--- config.mk ---
export PLATFORM = sky130hd
export DESIGN_NAME = lcd_host_port
export DESIGN_NICKNAME = d
export VERILOG_FILES = /design/src/rtl/lcd_host_pkg.sv /design/src/rtl/lcd_host_sync.sv /design/src/rtl/lcd_host_ctrl.sv /design/src/rtl/lcd_host_dpath.sv /design/src/rtl/lcd_host_port.sv
export SDC_FILE = /design/constraint.sdc
export NUM_CORES = 1
export LEC_CHECK = 0
export ABC_CLOCK_PERIOD_IN_PS = 1860
export BUFFER_PORTS_ARGS = -buffer_cell sky130_fd_sc_hd__buf_2
export CORE_MARGIN = 10
export CORE_UTILIZATION = 46
export CTS_CLUSTER_SIZE = 30
export DETAILED_ROUTE_END_ITERATION = 7
export GPL_ROUTABILITY_DRIVEN = 0
export GPL_TIMING_DRIVEN = 1
export PLACE_DENSITY = 0.81
export SYNTH_ARGS = -nofsm -noshare
export SYNTH_HDL_FRONTEND = slang
export SYNTH_HIERARCHICAL = 1
export SYNTH_SLANG_ARGS = --single-unit
--- constraint.sdc ---
create_clock -name clk -period 1.86 [get_ports clk]
set_input_delay 0.186 -clock clk [delete_from_list [all_inputs] [get_ports clk]]
set_output_delay 0.186 -clock clk [all_outputs]
set_load 0.02 [all_outputs]
--- src/rtl/lcd_host_pkg.sv ---
package lcd_host_pkg;
  // Control-to-datapath strobe bundle, valid for one cycle.
  typedef struct packed {
    logic latchHigh;   // store upper half of a 4-bit write
    logic wrInst;      // completed instruction write, accepted
    logic wrData;      // completed data write, accepted
    logic rdData;      // completed data read
    logic drop;        // completed write refused while busy
    logic drive;       // bus output enable
    logic lowHalf;     // current 4-bit transfer is the low half
  } hostStrb_t;
endpackage

--- src/rtl/lcd_host_sync.sv ---
module lcd_host_sync #(
  parameter int W      = 11,
  parameter int STAGES = 2
) (
  input  logic         clk,
  input  logic         rstN,
  input  logic [W-1:0] din,
  output logic [W-1:0] dout
);
  logic [W-1:0] stg [STAGES];

  always_ff @(posedge clk or negedge rstN) begin
    if (!rstN) begin
      for (int i = 0; i < STAGES; i++) stg[i] <= '0;
    end else begin
      stg[0] <= din;
      for (int i = 1; i < STAGES; i++) stg[i] <= stg[i-1];
    end
  end

  assign dout = stg[STAGES-1];
endmodule

--- src/rtl/lcd_host_ctrl.sv ---
module lcd_host_ctrl
  import lcd_host_pkg::*;
#(
  parameter int BUSY_W = 8
) (
  input  logic              clk,
  input  logic              rstN,
  input  logic              enS,
  input  logic              rsS,
  input  logic              rwS,
  input  logic              nibbleMode,
  input  logic [BUSY_W-1:0] busyLen,
  output hostStrb_t         strb,
  output logic              busy
);
  logic              enPrev;
  logic              phase;
  logic [BUSY_W-1:0] busyCnt;
  logic              fall;
  logic              complete;
  logic              isWrite;

  assign fall     = enPrev & ~enS;
  assign complete = fall & (~nibbleMode | phase);
  assign isWrite  = ~rwS;
  assign busy     = (busyCnt != '0);

  always_comb begin
    strb           = '0;
    strb.latchHigh = fall & nibbleMode & ~phase & isWrite;
    strb.wrInst    = complete & isWrite & ~rsS & ~busy;
    strb.wrData    = complete & isWrite &  rsS & ~busy;
    strb.rdData    = complete & rwS & rsS;
    strb.drop      = complete & isWrite & busy;
    strb.drive     = enS & rwS;
    strb.lowHalf   = nibbleMode & phase;
  end

  always_ff @(posedge clk or negedge rstN) begin
    if (!rstN) begin
      enPrev  <= 1'b0;
      phase   <= 1'b0;
      busyCnt <= '0;
    end else begin
      enPrev <= enS;
      if (!nibbleMode)  phase <= 1'b0;
      else if (fall)    phase <= ~phase;
      if (strb.wrInst || strb.wrData) busyCnt <= busyLen;
      else if (busy)                  busyCnt <= busyCnt - 1'b1;
    end
  end
endmodule

--- src/rtl/lcd_host_dpath.sv ---
module lcd_host_dpath
  import lcd_host_pkg::*;
#(
  parameter int DATA_W = 8
) (
  input  logic              clk,
  input  logic              rstN,
  input  hostStrb_t         strb,
  input  logic              nibbleMode,
  input  logic              busy,
  input  logic              rsS,
  input  logic [DATA_W-1:0] dataS,
  input  logic [DATA_W-2:0] addrCount,
  input  logic [DATA_W-1:0] rdByte,
  output logic [DATA_W-1:0] busDataOut,
  output logic              busDataOe,
  output logic [DATA_W-1:0] wrByte,
  output logic              wrInstStrobe,
  output logic              wrDataStrobe,
  output logic              rdDataStrobe,
  output logic              wrDropped
);
  localparam int HALF = DATA_W / 2;

  logic [HALF-1:0]   hiHalf;
  logic [DATA_W-1:0] inByte;
  logic [DATA_W-1:0] srcByte;
  logic [HALF-1:0]   srcHalf;

  assign inByte  = nibbleMode ? {hiHalf, dataS[DATA_W-1:HALF]} : dataS;
  assign srcByte = rsS ? rdByte : {busy, addrCount};
  assign srcHalf = strb.lowHalf ? srcByte[HALF-1:0] : srcByte[DATA_W-1:HALF];

  always_comb begin
    busDataOe  = strb.drive;
    busDataOut = '0;
    if (strb.drive)
      busDataOut = nibbleMode ? {srcHalf, {HALF{1'b0}}} : srcByte;
  end

  always_ff @(posedge clk or negedge rstN) begin
    if (!rstN) begin
      hiHalf       <= '0;
      wrByte       <= '0;
      wrInstStrobe <= 1'b0;
      wrDataStrobe <= 1'b0;
      rdDataStrobe <= 1'b0;
      wrDropped    <= 1'b0;
    end else begin
      if (strb.latchHigh) hiHalf <= dataS[DATA_W-1:HALF];
      if (strb.wrInst || strb.wrData) wrByte <= inByte;
      wrInstStrobe <= strb.wrInst;
      wrDataStrobe <= strb.wrData;
      rdDataStrobe <= strb.rdData;
      wrDropped    <= strb.drop;
    end
  end
endmodule

--- src/rtl/lcd_host_port.sv ---
module lcd_host_port
  import lcd_host_pkg::*;
#(
  parameter int DATA_W = 8,
  parameter int BUSY_W = 8,
  parameter int SYNC_STAGES = 2
) (
  input  logic              clk,
  input  logic              rstN,
  input  logic              nibbleMode,
  input  logic [BUSY_W-1:0] busyLen,
  input  logic              busSel,
  input  logic              busRead,
  input  logic              busEn,
  input  logic [DATA_W-1:0] busDataIn,
  output logic [DATA_W-1:0] busDataOut,
  output logic              busDataOe,
  input  logic [DATA_W-2:0] addrCount,
  input  logic [DATA_W-1:0] rdByte,
  output logic [DATA_W-1:0] wrByte,
  output logic              wrInstStrobe,
  output logic              wrDataStrobe,
  output logic              rdDataStrobe,
  output logic              wrDropped
);
  localparam int SW = DATA_W + 3;

  logic [SW-1:0]     syncOut;
  logic              enS, rsS, rwS;
  logic [DATA_W-1:0] dataS;
  hostStrb_t         strb;
  logic              busy;

  lcd_host_sync #(.W(SW), .STAGES(SYNC_STAGES)) u_sync (
    .clk(clk), .rstN(rstN),
    .din({busEn, busSel, busRead, busDataIn}),
    .dout(syncOut)
  );
  assign {enS, rsS, rwS, dataS} = syncOut;

  lcd_host_ctrl #(.BUSY_W(BUSY_W)) u_ctrl (
    .clk(clk), .rstN(rstN), .enS(enS), .rsS(rsS), .rwS(rwS),
    .nibbleMode(nibbleMode), .busyLen(busyLen), .strb(strb), .busy(busy)
  );

  lcd_host_dpath #(.DATA_W(DATA_W)) u_dpath (
    .clk(clk), .rstN(rstN), .strb(strb), .nibbleMode(nibbleMode),
    .busy(busy), .rsS(rsS), .dataS(dataS), .addrCount(addrCount),
    .rdByte(rdByte), .busDataOut(busDataOut), .busDataOe(busDataOe),
    .wrByte(wrByte), .wrInstStrobe(wrInstStrobe),
    .wrDataStrobe(wrDataStrobe), .rdDataStrobe(rdDataStrobe),
    .wrDropped(wrDropped)
  );
endmodule

# ---- After elaboration in Yosys (flattened, before gate mapping)
# Index checks and enable logic that the tools add are counted.
dict set report classes {
  n_addsub 1
  n_eq_ne 1
  mux 9
  bitwise 22
  reduce_logical 3
}
# cell count
set ops {}
lappend ops {{8-bit 2-to-1 mux} 6}
lappend ops {{1-bit AND} 15}
lappend ops {{8-bit nonzero test} 1}
lappend ops {{8-bit by 1-bit subtractor with 8-bit output, second input constant} 1}
lappend ops {{1-bit NOT} 6}
lappend ops {{4-bit 2-to-1 mux} 1}
lappend ops {{1-bit 2-to-1 mux} 2}
lappend ops {{2-bit by 1-bit inequality test with 1-bit output, second input constant} 1}
lappend ops {{2-bit nonzero test} 1}
lappend ops {{1-bit logical OR} 1}
lappend ops {{1-bit OR} 1}
dict set report totals {
  register_bits 48
  in_bits 37
  out_inout_bits 21
  elab_cells 47
}

# ---- Depth between registers and ports, before layout
dict set report logic_depth {
  depth_word 8
  ltp_mapped 10
  depth_no_buf 8
}

# ---- Cells and area by module
# The synthesis kept the hierarchy.
# mod n_inst cells_per_inst area_per_inst_um2 seq_area_each_um2
set modules_own_cells {}
lappend modules_own_cells {lcd_host_dpath 1 70 830.8 400.4}
lappend modules_own_cells {lcd_host_ctrl 1 73 646.9 250.2}
lappend modules_own_cells {lcd_host_sync 1 33 633.1 550.5}

# ---- Worst setup path before layout
# No wires, ideal clock.
dict set report synth_path {
  path_type {register -> register}
  start {register u_ctrl.busyCnt[0]}
  end {register u_dpath.wrByte[0]}
  setup_ns 0.126
  t_arrival_ns 1.874
  required_time_ns 1.734
  slack_ns -0.140
  path_stages_with_launch 11
  path_buffers 2
  period_less_slack_ns 2.000
  cell_sequence {dfrtp_1 inv_1 ha_1 nor4b_4 and2_2 inv_2 nor3_1 buf_2 or2_1 buf_6 a21oi_2}
}
# item line_no
set synth_lines {}
lappend synth_lines {{from (decl)} lcd_host_ctrl.sv:18} ;# logic [BUSY_W-1:0] busyCnt;
lappend synth_lines {{from (signal assigned)} lcd_host_ctrl.sv:48} ;# if (strb.wrInst || strb.wrData) busyCnt <= busyLen;
lappend synth_lines {{from (signal assigned)} lcd_host_ctrl.sv:49} ;# else if (busy) busyCnt <= busyCnt - 1'b1;
lappend synth_lines {{to (signal assigned)} lcd_host_dpath.sv:51} ;# if (strb.wrInst || strb.wrData) wrByte <= inByte;
lappend synth_lines {{to (decl)} lcd_host_dpath.sv:17} ;# output logic [DATA_W-1:0] wrByte,

# ---- Final worst setup path
dict set report layout_path {
  start {register u_ctrl.busyCnt[0]}
  end {output busDataOut[7]}
}
dict set report layout_between {
  elab_chain_len 5
}
# item line_no
set layout_rtl {}
lappend layout_rtl {{8-bit nonzero test (*)} lcd_host_ctrl.sv:26} ;# assign busy = (busyCnt != '0);
lappend layout_rtl {{via busy} lcd_host_port.sv:32} ;# logic busy;
lappend layout_rtl {{8-bit 2-to-1 mux (*)} lcd_host_dpath.sv:31} ;# assign srcByte = rsS ? rdByte : {busy, addrCount};
lappend layout_rtl {{4-bit 2-to-1 mux} lcd_host_dpath.sv:32} ;# assign srcHalf = strb.lowHalf ? srcByte[HALF-1:0] : srcByte[DATA_W-1:HALF];
lappend layout_rtl {{8-bit 2-to-1 mux (*)} lcd_host_dpath.sv:38} ;# busDataOut = nibbleMode ? {srcHalf, {HALF{1'b0}}} : srcByte;
lappend layout_rtl {{8-bit 2-to-1 mux (*)} lcd_host_dpath.sv:37} ;# if (strb.drive)
lappend layout_rtl {{to (decl)} lcd_host_port.sv:16} ;# output logic [DATA_W-1:0] busDataOut,
# Mark *: on every way through the listed nets, which the timed path passes. The rest lies on a longest branch.

==> metrics.md <==
| Metric | Value |
|---|---|
| Run status | finished with violations |
| Failing checks | setup timing |
| Global-route usage over all layers | 12.0% |
| Final number of hold-violating endpoints | 0 |
| Aggregate negative setup slack | -0.576 ns |
| Count of buffers inserted at the top-level ports | 57 |
| Final period utilization | 107% |
| Number of placed I/O pins | 58 |
| Crit path setup slack, layout | -0.129 ns |
| Share of the synthesized area in compound gates (AO/OA/AOI/OAI) | a little over a tenth |
| Final layout net count | approximately 300 |
| Synth Area in Adders | between 1 and 1.5% |
| Critical-path maximum fanout | 2 |
| Global-route congestion overflow total | 0 |
| Syn_area_per_cell | roughly 12 µm² |
| Minimum clock period after layout | just under 2 ns |
| Floorplan die width | a little under 90 µm |
| Die area | a little under 8000 µm² |
| Beginning of the worst register-to-register path | u_ctrl/busyCnt[0] |
| Leading cell types in the layout, fill and taps excluded | sky130_fd_sc_hd__buf_2 (56), sky130_fd_sc_hd__dfrtp_1 (48), sky130_fd_sc_hd__buf_4 (19) |
| Destination of the worst register-to-register timing path | u_dpath/wrByte[0] |
| Count of yosys warnings during synthesis | 6 |
| Clk sinks | 48 |
| CTS tree | yes |
| Combined area of the multi-input logic cells | 785 µm² |
| Maximum VDD drop | 0.519 mV |
| Required time of the critical path | between 1.5 and 2 ns |
| Basic-gate share of the synthesized area counting and, or, nand and nor cells | between 10% and 20% |
| Final worst clock skew | between 0.007 and 0.008 ns |
| Root cell of the clock tree | sky130_fd_sc_hd__clkbuf_8 |
| Dpl cell area | around 2400 µm² |
| Critical path destination | busDataOut[7] |
| DRC violations left | 0 |
| Netlist cell types | 39 |
| Post-placement setup slack | a little under 0.05 ns |
| First drt pass iteration count | 4 |
| Via count of the first global-routing pass | ~1600 |
| Most common cell after layout, fill and taps aside | sky130_fd_sc_hd__buf_2 |
| Logic depth of the worst register-to-register path | 10 |
| Sequential-to-total area share from yosys stat | 56.9% |
| Detail-routed net length per standard cell | 15.0 µm |
| Setup crit end kind | output port |
| Row count | 24 |
| #FFs+latches synth | 48 |
| Synth-to-layout area growth | 29.1% |
| Vias per Instance | between 5 and 6 |
| Static Leakage | between 1 and 1.5 nW |
| Antenna diode count | 0 |
| Multiplexer fraction of the synthesized cell area | slightly above 10% |
| Number of setup violations in the final report | 9 |
| Total power divided by cell area | about 1100 nW/µm² |
| Height of the die | 87.7 µm |
| Fillers | between 300 and 400 |
| Fmax | 503 MHz |
| Setup repair after global routing missed its margin | yes |
| Worst setup slack for register-to-register paths | -0.06 ns |
| Cell count after synthesis | 176 |
| Area of the placeable core | between 4000 and 5000 µm² |
| Overall power consumption | between 2 and 3 mW |
| Critical path start-end classification | reg2out |
| Number of buffers created by CTS | 5 |
| Fraction of layout instances using a drive strength above 1 | ~40% |
| Maximum number of pins on one net before global-route repair | 30 |
| Count of maximum capacitance violations | 0 |
| Flip-flop and latch area | roughly 1200 µm² |
| Summed instance area of the synthesized netlist | 2110 µm² |
| Endpoint arrival time on the critical path | between 1.5 and 2 ns |
| Wire length of the first global-routing pass | 7490 µm |
| Clock insertion delay at the later pin of the skew report | 0.30 ns |
| Detailed Route Iter0 Violations | between 100 and 150 |
| Initial antenna violation count | 0 |
| Number of max-slew violations in the final report | 0 |
| Worst-Margin Slew | between 0.6 and 0.7 ns |
| Post-synth ARST share | 100% |
| Xor and xnor area share after synthesis | between 1 and 1.5% |
| HPWL after DPL | about 3500 µm |
| WHS | approximately 0.13 ns |
| Clock Tree Buf Depth | 2 |
| Hold/Removal Path Class | in2reg |
| Level count of the clock H-tree | 2 |
| Wire length after detailed routing | 4610 µm |
| Final design instance area without fill | approximately 2700 µm² |
| Initial core utilization | 47.8% |
| Crit path from | u_ctrl/busyCnt[0] |
| Net count after synthesis | 215 |
| Count of antenna-violating nets left after detailed routing | 0 |
| Worst-path clk slew | ~0.090 ns |
| Slew headroom | 58.7% |
| Number of vias in the routed layout | about 1600 |
| Launching element type of the critical path | flip-flop |
| Commonest register cell after synthesis | sky130_fd_sc_hd__dfrtp_1 |
| Number of flops mapped to enable cells by yosys | 0 |
| Largest family of logic cells by synthesized area | simple AND/OR/NAND/NOR gates |
## through the flow
stage | utilization (%) | std cells
after global routing | 61.7 | 307
after CTS | 61.3 | 305
final | 61.7 | 307
after detailed placement | 55.0 | 278
after floorplan | - | 176
after global placement | 55.0 | 278
## synth_stat cells (2+ instances only)
master,n,area share [%]
sky130_fd_sc_hd__a21oi_1,5,1.2
sky130_fd_sc_hd__a21oi_2,8,3.3
sky130_fd_sc_hd__a22o_1,2,0.83
sky130_fd_sc_hd__a31oi_1,2,0.59
sky130_fd_sc_hd__and2_1,3,0.89
sky130_fd_sc_hd__buf_2,2,0.47
sky130_fd_sc_hd__buf_4,13,4.6
sky130_fd_sc_hd__buf_6,2,1.1
sky130_fd_sc_hd__dfrtp_1,48,57
sky130_fd_sc_hd__ha_1,2,1.2
sky130_fd_sc_hd__inv_1,4,0.71
sky130_fd_sc_hd__mux2_1,4,2.1
sky130_fd_sc_hd__mux2i_1,17,8.1
sky130_fd_sc_hd__nand2_1,6,1.1
sky130_fd_sc_hd__nand2b_1,3,0.89
sky130_fd_sc_hd__nand3_1,2,0.47
sky130_fd_sc_hd__nor2_1,11,2.0
sky130_fd_sc_hd__nor2b_1,2,0.59
sky130_fd_sc_hd__nor3_1,15,3.6
sky130_fd_sc_hd__o21ai_0,2,0.47
sky130_fd_sc_hd__o22ai_1,4,1.2
sky130_fd_sc_hd__xor2_1,2,0.83
## cells by family after synthesis
logic type / after synthesis
buffers and inverters: 22
AOI/OAI and AO/OA: 30
and+or+nand+nor: 50
xor gates and xnor gates: 3
DFF: 48
muxes: 21
adders and majority gates: 2
## final cells by class
cell class,count,area share [%]
Sequential cell,48,44.1
Multi-Input combinational cell,106,28.8
Timing Repair Buffer,88,20.7
Clock buffer,5,2.53
Tap cell,52,2.39
Inverter,5,0.872
Clock inverter,3,0.689
## flip-flops by register name (all words and copies together), names as in the netlist
signal and count:
u_ctrl/phase 1, u_ctrl/busyCnt 8, u_dpath/wrDropped 1, u_dpath/hiHalf 4
u_sync/dout 11, u_dpath/wrInstStrobe 1, u_ctrl/enPrev 1, u_dpath/rdDataStrobe 1
u_dpath/wrDataStrobe 1, u_dpath/wrByte 8, u_sync/stg 11
## critical path, stage by stage, from the launching register on
cell and delay [ns]:
sky130_fd_sc_hd__dfrtp_1 0.40, sky130_fd_sc_hd__inv_2 0.09, sky130_fd_sc_hd__ha_4 0.14, sky130_fd_sc_hd__nor4b_4 0.24
sky130_fd_sc_hd__and2_4 0.22, sky130_fd_sc_hd__inv_6 0.03, sky130_fd_sc_hd__mux2i_1 0.12, sky130_fd_sc_hd__o22ai_1 0.10
sky130_fd_sc_hd__buf_4 0.16
## routing by layer
metal	vias to the layer above	track usage [%]	share of wire, %
li1	760	-	-
met3	11	4.55	9.0
met1	740	13.5	42
met4	0	5.94	2.8
met5	-	0	0
met2	58	19.6	46
## report_power, final
group          switching (mW)  leakage (nW)  internal (mW)
clock                   0.339        0.0479          0.262
sequential              0.162         0.591           1.21
combinational           0.426         0.725          0.468
total                   0.927          1.36           1.94
## worst min-delay path by stage
stage,startpoint,end,cells after the start
global route,busyLen[3],u_ctrl/busyCnt[3],2
global placement,rstN,u_sync/stg[12],1
detailed placement,rstN,u_sync/stg[16],1
finish,busyLen[2],u_ctrl/busyCnt[2],2
CTS,busyLen[2],u_ctrl/busyCnt[2],2
floorplan,rstN,u_ctrl/busyCnt[0],0
## timing repair
action | in CTS | in global routing
resized for setup | 5 | 1
buffers inserted | 7 | 2
pin swaps | 3 | 2
hold buffers | 12 | 0
hold endpoints to repair | 38 | 0
setup endpoints to repair | 9 | 10
(Power assumes the default switching activity.)
